===== src/rtl/gpio_altfn_pkg.sv =====
package gpio_altfn_pkg;

    // Ownership of one pin, in rising priority
    typedef enum logic [1:0] {
        OWN_GPIO = 2'd0,
        OWN_SPI  = 2'd1,
        OWN_PWM  = 2'd2
    } pin_owner_e;

    // Pins per SPI group: MISO, MOSI, SS, SCK from the group's lowest pin
    localparam int unsigned SPI_GROUP_PINS = 4;

    localparam logic REG_ADDR_DATA = 1'b0;
    localparam logic REG_ADDR_DIR  = 1'b1;

endpackage


===== src/rtl/gpio_sync.sv =====
module gpio_sync #(
    parameter int unsigned WIDTH  = 8,
    parameter int unsigned STAGES = 2
) (
    input  logic             clk,
    input  logic             rst_n,
    input  logic [WIDTH-1:0] d_in,
    output logic [WIDTH-1:0] q_out
);

    logic [WIDTH-1:0] chain_q [STAGES];

    generate
        for (genvar s = 0; s < STAGES; s++) begin : g_stage
            if (s == 0) begin : g_first
                always_ff @(posedge clk or negedge rst_n) begin
                    if (!rst_n) chain_q[s] <= '0;
                    else        chain_q[s] <= d_in;
                end
            end else begin : g_next
                always_ff @(posedge clk or negedge rst_n) begin
                    if (!rst_n) chain_q[s] <= '0;
                    else        chain_q[s] <= chain_q[s-1];
                end
            end
        end
    endgenerate

    assign q_out = chain_q[STAGES-1];

    // Count edges since reset so the delay check never looks before reset
    logic [1:0] since_rst_q;
    always_ff @(posedge clk or negedge rst_n) begin
        if (!rst_n)                 since_rst_q <= '0;
        else if (since_rst_q != 2'd2) since_rst_q <= since_rst_q + 2'd1;
    end

    // output lags the pad by two edges (default depth)
    a_r4_sync_delay: assert property (@(posedge clk) disable iff (!rst_n)
        (STAGES == 2 && since_rst_q == 2'd2) |-> (q_out == $past(d_in, 2)));

endmodule


===== src/rtl/gpio_regs.sv =====
module gpio_regs
    import gpio_altfn_pkg::*;
#(
    parameter int unsigned WIDTH = 8
) (
    input  logic             clk,
    input  logic             rst_n,
    input  logic             reg_sel,
    input  logic             reg_we,
    input  logic             reg_addr,
    input  logic [WIDTH-1:0] reg_wdata,
    input  logic [WIDTH-1:0] pin_sync,
    output logic [WIDTH-1:0] data_q,
    output logic [WIDTH-1:0] dir_q,
    output logic [WIDTH-1:0] reg_rdata
);

    logic wr_data, wr_dir;
    assign wr_data = reg_sel && reg_we && (reg_addr == REG_ADDR_DATA);
    assign wr_dir  = reg_sel && reg_we && (reg_addr == REG_ADDR_DIR);

    always_ff @(posedge clk or negedge rst_n) begin
        if (!rst_n) begin
            data_q <= '0;
            dir_q  <= '0;
        end else begin
            if (wr_data) data_q <= reg_wdata;
            if (wr_dir)  dir_q  <= reg_wdata;
        end
    end

    logic [WIDTH-1:0] data_view;
    always_comb begin
        for (int b = 0; b < WIDTH; b++) begin
            data_view[b] = dir_q[b] ? data_q[b] : pin_sync[b];
        end
    end

    always_comb begin
        if (!reg_sel)                     reg_rdata = '0;
        else if (reg_addr == REG_ADDR_DIR) reg_rdata = dir_q;
        else                              reg_rdata = data_view;
    end

    // a data write lands on the next edge
    a_r2_data_write: assert property (@(posedge clk) disable iff (!rst_n)
        wr_data |=> (data_q == $past(reg_wdata)));
    // a direction write lands on the next edge
    a_r2_dir_write: assert property (@(posedge clk) disable iff (!rst_n)
        wr_dir |=> (dir_q == $past(reg_wdata)));
    // the latch holds when not written, whoever owns the pin
    a_r8_data_hold: assert property (@(posedge clk) disable iff (!rst_n)
        !wr_data |=> $stable(data_q));

endmodule


===== src/rtl/gpio_pin_mux.sv =====
module gpio_pin_mux
    import gpio_altfn_pkg::*;
(
    input  logic       pwm_en,
    input  logic       pwm_o,
    input  logic       spi_en,
    input  logic       spi_o,
    input  logic       spi_oe,
    input  logic       gpio_d,
    input  logic       gpio_dir,
    output logic       pad_o,
    output logic       pad_oe,
    output pin_owner_e owner
);

    always_comb begin
        if (pwm_en)      owner = OWN_PWM;
        else if (spi_en) owner = OWN_SPI;
        else             owner = OWN_GPIO;
    end

    always_comb begin
        unique case (owner)
            OWN_PWM: begin
                pad_o  = pwm_o;
                pad_oe = 1'b1;
            end
            OWN_SPI: begin
                pad_o  = spi_o;
                pad_oe = spi_oe;
            end
            default: begin
                pad_o  = gpio_d;
                pad_oe = gpio_dir;
            end
        endcase
    end

endmodule


===== src/rtl/gpio_altfn_port.sv =====
module gpio_altfn_port
    import gpio_altfn_pkg::*;
#(
    parameter int unsigned NPINS       = 8,
    parameter int unsigned SYNC_STAGES = 2
) (
    input  logic                                clk,
    input  logic                                rst_n,
    input  logic                                reg_sel,
    input  logic                                reg_we,
    input  logic                                reg_addr,
    input  logic [NPINS-1:0]                    reg_wdata,
    output logic [NPINS-1:0]                    reg_rdata,
    input  logic [NPINS-1:0]                    pwm_en,
    input  logic [NPINS-1:0]                    pwm_out,
    input  logic [NPINS/SPI_GROUP_PINS-1:0]     spi_en,
    input  logic [NPINS-1:0]                    spi_out,
    input  logic [NPINS-1:0]                    spi_oe,
    output logic [NPINS-1:0]                    spi_in,
    input  logic [NPINS-1:0]                    pad_in,
    output logic [NPINS-1:0]                    pad_out,
    output logic [NPINS-1:0]                    pad_oe
);

    localparam int unsigned NGROUPS = NPINS / SPI_GROUP_PINS;

    logic [NPINS-1:0] pin_sync;
    logic [NPINS-1:0] data_q;
    logic [NPINS-1:0] dir_q;
    pin_owner_e       owner [NPINS];

    gpio_sync #(
        .WIDTH  (NPINS),
        .STAGES (SYNC_STAGES)
    ) u_sync (
        .clk   (clk),
        .rst_n (rst_n),
        .d_in  (pad_in),
        .q_out (pin_sync)
    );

    gpio_regs #(
        .WIDTH (NPINS)
    ) u_regs (
        .clk       (clk),
        .rst_n     (rst_n),
        .reg_sel   (reg_sel),
        .reg_we    (reg_we),
        .reg_addr  (reg_addr),
        .reg_wdata (reg_wdata),
        .pin_sync  (pin_sync),
        .data_q    (data_q),
        .dir_q     (dir_q),
        .reg_rdata (reg_rdata)
    );

    generate
        for (genvar p = 0; p < NPINS; p++) begin : g_pin
            gpio_pin_mux u_mux (
                .pwm_en   (pwm_en[p]),
                .pwm_o    (pwm_out[p]),
                .spi_en   (spi_en[p / SPI_GROUP_PINS]),
                .spi_o    (spi_out[p]),
                .spi_oe   (spi_oe[p]),
                .gpio_d   (data_q[p]),
                .gpio_dir (dir_q[p]),
                .pad_o    (pad_out[p]),
                .pad_oe   (pad_oe[p]),
                .owner    (owner[p])
            );

            // an enabled PWM channel drives its pin
            a_r6_pwm_drives: assert property (@(posedge clk) disable iff (!rst_n)
                pwm_en[p] |-> (pad_oe[p] && pad_out[p] == pwm_out[p]));
            // SPI drives the pin when PWM is off
            a_r7_spi_drives: assert property (@(posedge clk) disable iff (!rst_n)
                (!pwm_en[p] && spi_en[p / SPI_GROUP_PINS]) |->
                    (pad_oe[p] == spi_oe[p] && pad_out[p] == spi_out[p]));
            // GPIO drives from the registers when both peripherals are off
            a_r5_gpio_drives: assert property (@(posedge clk) disable iff (!rst_n)
                (!pwm_en[p] && !spi_en[p / SPI_GROUP_PINS]) |->
                    (pad_oe[p] == dir_q[p] && pad_out[p] == data_q[p]));
        end
    endgenerate

    assign spi_in = pad_in;

    // nothing drives a pin in the first cycle out of reset without a peripheral
    a_r1_idle_after_reset: assert property (@(posedge clk) disable iff (!rst_n)
        ($rose(rst_n) && pwm_en == '0 && spi_en == '0) |-> (pad_oe == '0));

    initial begin
        assert (NGROUPS * SPI_GROUP_PINS == NPINS)
            else $error("NPINS must be a multiple of the SPI group size");
    end

endmodule


===== config.mk =====
export PLATFORM = sky130hd
export DESIGN_NAME = gpio_altfn_port
export DESIGN_NICKNAME = d
export VERILOG_FILES = /design/src/rtl/gpio_altfn_pkg.sv /design/src/rtl/gpio_sync.sv /design/src/rtl/gpio_regs.sv /design/src/rtl/gpio_pin_mux.sv /design/src/rtl/gpio_altfn_port.sv
export SDC_FILE = /design/constraint.sdc
export NUM_CORES = 1
export LEC_CHECK = 0
export BUFFER_PORTS_ARGS = -buffer_cell sky130_fd_sc_hd__buf_2
export CORE_ASPECT_RATIO = 0.8
export CORE_MARGIN = 4
export CORE_UTILIZATION = 42
export CTS_BUF_LIST = sky130_fd_sc_hd__clkbuf_2 sky130_fd_sc_hd__clkbuf_4 sky130_fd_sc_hd__clkbuf_8
export CTS_CLUSTER_DIAMETER = 30
export CTS_CLUSTER_SIZE = 10
export DETAILED_ROUTE_END_ITERATION = 8
export GPL_ROUTABILITY_DRIVEN = 0
export GPL_TIMING_DRIVEN = 0
export PLACE_DENSITY = 0.87
export REMOVE_ABC_BUFFERS = 1
export SLEW_MARGIN = 10
export SYNTH_ARGS = -nofsm -noshare
export SYNTH_HDL_FRONTEND = slang
export SYNTH_SLANG_ARGS = --single-unit

===== constraint.sdc =====
create_clock -name clk -period 1 [get_ports clk]
set_clock_uncertainty 0.1 [all_clocks]
set_input_delay 0.05 -clock clk [delete_from_list [all_inputs] [get_ports clk]]
set_output_delay 0.05 -clock clk [all_outputs]
set_load 0.005 [all_outputs]

======== Yosys cells after proc, flatten, opt, wreduce, memory -nomap -nowiden ========
Index checks and enable logic that the tools add are counted.
W data, S select, Z words.
word-level totals
  register bits ........................... 32
  logic and storage cells ................. 60
  output and inout port bits .............. 32
  bits of input ports ..................... 55
operators by class
  equal/unequal tests ..................... 16
  bitwise gates (word level) .............. 1
  mux-type cells .......................... 36
  reduce and logical (&&, ||, !) cells .... 3
operator list
  cell                  number
  $pmux W1 S2           16
  $eq A2 B1 Y1 const B  8
  $eq A2 B2 Y1 const B  8
  $mux W2               8
  $mux W8               2
  $mux W1               10
  $logic_and A1 B1 Y1   3
  $not A1 Y1            1

======== Logic depth before layout (Yosys ltp) ========
  depth in word-level cells ............... 4
  gate-level depth with buffers ........... 4
  mapped depth without buffers ............ 2

======== By module ========
A second synthesis with hierarchy kept.
second synthesis, totals
  cells, all modules ...................... 148
  area total of the unflattened synthesis .. 1697.9 um^2
by module, submodules not included
  module           times used  seq. area each (um^2)  cells an instance  area an instance (um^2)
  gpio_regs        1           400.4                  60                 797.0
  gpio_sync        1           400.4                  24                 460.4
  gpio_pin_mux     8           0.0                    7                  47.5
  gpio_altfn_port  1           0.0                    8                  60.1

======== Least setup slack after synthesis ========
Ideal clock, no wire load.
  kind .................................... register -> output
  from .................................... reg u_regs.dir_q[0]
  to ...................................... out reg_rdata[0]
  data required time ...................... 0.850 ns
  cell stages (with the launch flop) ...... 3
  path slack .............................. -0.159 ns
  path buffers ............................ 0
  arrival time ............................ 1.009 ns
  cells stage by stage .................... dfrtp_1 > or3b_2 > a21boi_0
on the way
  cells in the longest elaborated chain, start to end .. 3
ends and longest elaborated chain
  element                 RTL line               text
  from (decl)             gpio_regs.sv:14        output logic [WIDTH-1:0] dir_q,
  from (signal assigned)  gpio_regs.sv:28        if (wr_dir) dir_q <= reg_wdata;
  $mux W1                 gpio_regs.sv:35        data_view[b] = dir_q[b] ? data_q[b] : pin_sync[b];
  $mux W8 (*)             gpio_regs.sv:41        else if (reg_addr == REG_ADDR_DIR) reg_rdata = dir_q;
  $mux W8 (*)             gpio_regs.sv:40        if (!reg_sel) reg_rdata = '0;
  to (decl)               gpio_altfn_port.sv:13  output logic [NPINS-1:0] reg_rdata,
Mark *: on every way between the ends. The rest lies on a longest branch, timed or not.

======== Worst setup path in the final report ========
  from .................................... reg u_regs.dir_q[7]
  to ...................................... out reg_rdata[7]
The elaborated chain is that of the path after synthesis.

==> results.md <==
* Failing checks: setup timing
* Final #Nets at approximately 280
* Sequential group share of total power at between 40% and 50%
* Slew Limit Headroom at between 70% and 80%
* Later-pin clock latency in the skew report at between 0.2 and 0.3 ns
* Seq/Total Area, Yosys at roughly half
* FF/Latch Area at ~800 um2
* Sw frac at between 20% and 30%
* RR Startpoint: u_regs.dir_q[3]
* Root Driver: clkbuf_8
* GRT overflow at 0
* CP Max Fanout at 2
* Final period utilization at 146%
* Crit path kind: reg -> out
* Fill cells at 341
* Share of layout cells above drive strength 1 at 55.5%
* Ant. Diodes at 0
* Worst-path clk slew at approximately 0.06 ns
* Pre-CTS WS at -0.320 ns
* Largest net degree at the start of global routing at 33
* F_max at 0.687 GHz
* Flop2flop setup slack at -0.08 ns
* Post-synth EDFFs at 0
* Int Pwr at between 2000 and 3000 uW
* DR WL met2 at approximately 1900 um
* Post-synth top area cell: dfrtp_1
* Post-DP Area at just under 2000 um2
* Num rows at 20
* Post-synthesis register bit count at 32
* Worst hold path type: in -> reg
* FF-to-FF End: u_regs.dir_q[3]
* Net load switching power at 865 uW
* Inserted Clock Buffers at 5
* Synth area leaders: dfrtp_1 48%, buf_4 11%, mux2_2 11%, mux2i_1 4.8%, o21ai_0 4.8%
* Yosys top cell area share at 48.5%
* Status: finished, violations left
* Vias in the first global route at 1,449
* Final Cell Area at approximately 2300 um2
* Syn Area/Cell at between 10 and 15 um2
* HPWL Detailed at around 2600 um
* Max cap viols at 0
* # port buffers at 86
* Post-route met1 wirelength at around 1600 um
* Number of remaining DRC errors at 0
* Die ar. at approximately 5000 um2
* Initial drt markers at 25
* Main synth FF type: dfrtp_1
* Global-route wire length before repair at around 6500 um
* Post-Syn Area at 1650 um2
* Final min period at roughly 1.5 ns
* Leak pwr at approximately 0.0012 uW
* First-pass detailed-route iteration total at 4
* Top Ports at just under 90
* Initial antenna violation count at 0
* Area grow syn2layout at 41.6%
* Hold Vio Cnt, Final at 0
* Ys async rst share at between 90% and 100%
* Detailed-route wire length at between 3000 and 4000 um
* RSZ-0062 raised after global routing: yes
* GRT Total Usage at ~17%
* Fin util at approximately three fifths
* P per Cell Area at 1490 nW/um2
* CTS Sinks at 32
* Vias per cell at about 4.7
* Clock Power Share at around 30%
* Met3 wire length at just under 400 um
* Hold Startpoint: reg_we
* Area of the core at between 3000 and 4000 um2
* Arrival time worst endpoint at between 1 and 1.5 ns
* Final hold slack at ~0.15 ns
* Number of placed cells counting well taps at 255
* Final setup fails at 27
* Die Span Y at approximately 64 um
* VDD IR-drop max at about 1.2 mV
* Die W at ~80 um
* Synth cell types at 16
* Worst EP required at about 0.85 ns
* YS warnings at 0
* CTS tree: built
* Maximum buffer depth of the clock tree at 2
* Final Non-Filler Cells at approximately 280
* Worst slew pin tran at 0.431 ns
* Via count at ~1,300
* Hold path endpoint: u_regs.data_q[0]
* Gate power share at between 20% and 30%
* Cells after Synth at between 100 and 150
* Routed WL per cell at 13.8 um
* Cell with the most instances after synthesis: dfrtp_1
* Final WS setup at -0.456 ns
* Critical path startpoint category: register
* Top sig layer: met4
* Initial Utilization at a little over two fifths
* Final number of max-transition violations at 0
* Path depth of the worst reg2reg path at 3
* CTS H-Tree Depth at 2
* Top cells by count, synth: 32 x dfrtp_1, 24 x buf_4, 16 x mux2_2, 16 x o21ai_0
* Crit path capture type: output port
* Area of the multi-input gates at ~700 um2
* WHS Path Cells at 3
* Antenna-violating nets left at 0
## cell type report
type | count | area share (%)
clock buffers | 7 | 4.12
flip-flops and latches | 32 | 34.2
multi-input cells | 82 | 30.1
repair buffers | 108 | 28.6
well taps | 55 | 2.94
## metrics by stage
stage,setup TNS [ns],power [uW]
2_1_floorplan,-0.893,1860
3_3_place_gp,-5.14,2190
3_5_place_dp,-5.51,2220
4_1_cts,-8.11,3520
5_1_grt,-9.64,3740
6_report,-7.81,3490
## critical path, stage by stage (launching register included)
cell      delay (ns)
dfrtp_1         0.37
or3b_1          0.36
a21boi_1        0.15
buf_2           0.14
## state kept, by name (all words and copies together), names as in the netlist
| name | count |
|---|---|
| u_regs.data_q | 8 |
| u_sync.q_out | 8 |
| u_sync.chain_q | 8 |
| u_regs.dir_q | 8 |
## how the worst max path moves through the flow
stage,start,endpoint,slack [ns],cells after the start
after floorplan,u_regs.dir_q[0],reg_rdata[0],-0.16,2
after global placement,u_regs.dir_q[4],reg_rdata[4],-0.31,3
after detailed placement,u_regs.dir_q[1],reg_rdata[1],-0.32,3
after CTS,u_regs.dir_q[6],reg_rdata[6],-0.47,3
after global routing,u_regs.dir_q[6],reg_rdata[6],-0.53,3
final,u_regs.dir_q[7],reg_rdata[7],-0.46,3
## cell families (layout without fill, tap and decap cells)
kind of cell / after synthesis / after routing / synth area share, %
compound gates: 32 / 32 / 12.7
buf+inv: 28 / 115 / 12.1
flops: 32 / 32 / 48.5
mux: 24 / 24 / 15.8
simple gates: 26 / 26 / 10.9
## power by group through the flow
| stage | clock [uW] | sequential (uW) | combinational [uW] |
|---|---|---|---|
| detailed placement | 0 | 1570 | 647 |
| CTS | 1090 | 1540 | 885 |
| finish | 1050 | 1540 | 904 |
| global route | 1170 | 1560 | 1010 |
| floorplan | 0 | 1540 | 322 |
| global placement | 0 | 1570 | 628 |
## per-layer routing
| layer | vias up | GRT usage [%] |
|---|---|---|
| met5 | - | 0 |
| met4 | 0 | 5.90 |
| met3 | 6 | 7.75 |
| met2 | 63 | 29.4 |
| met1 | 622 | 18.5 |
| li1 | 657 | - |
## placed cells by master, fill, tap and decap left out
cell type	n
nand3_2	1
mux2i_1	8
clkbuf_4	1
nand2_1	8
nand3b_4	1
dfrtp_1	32
o21ai_1	8
a21boi_1	4
buf_2	80
a211o_1	8
nor2b_4	2
clkbuf_8	7
mux2_4	3
nor2b_1	6
o21ai_0	8
buf_6	4
or3b_1	3
or3b_4	5
mux2_2	13
a21boi_2	4
buf_4	6
dlygate4sd3_1	17
## repair_timing
item                                   CTS  global route
buffers inserted                         9             1
resized for setup                       30             5
pin swaps                               23             9
hold buffers                            17             0
setup endpoints to repair               24            70
endpoints found under the hold margin   56             0
gates cloned                             0             0
(Power assumes the default switching activity.)
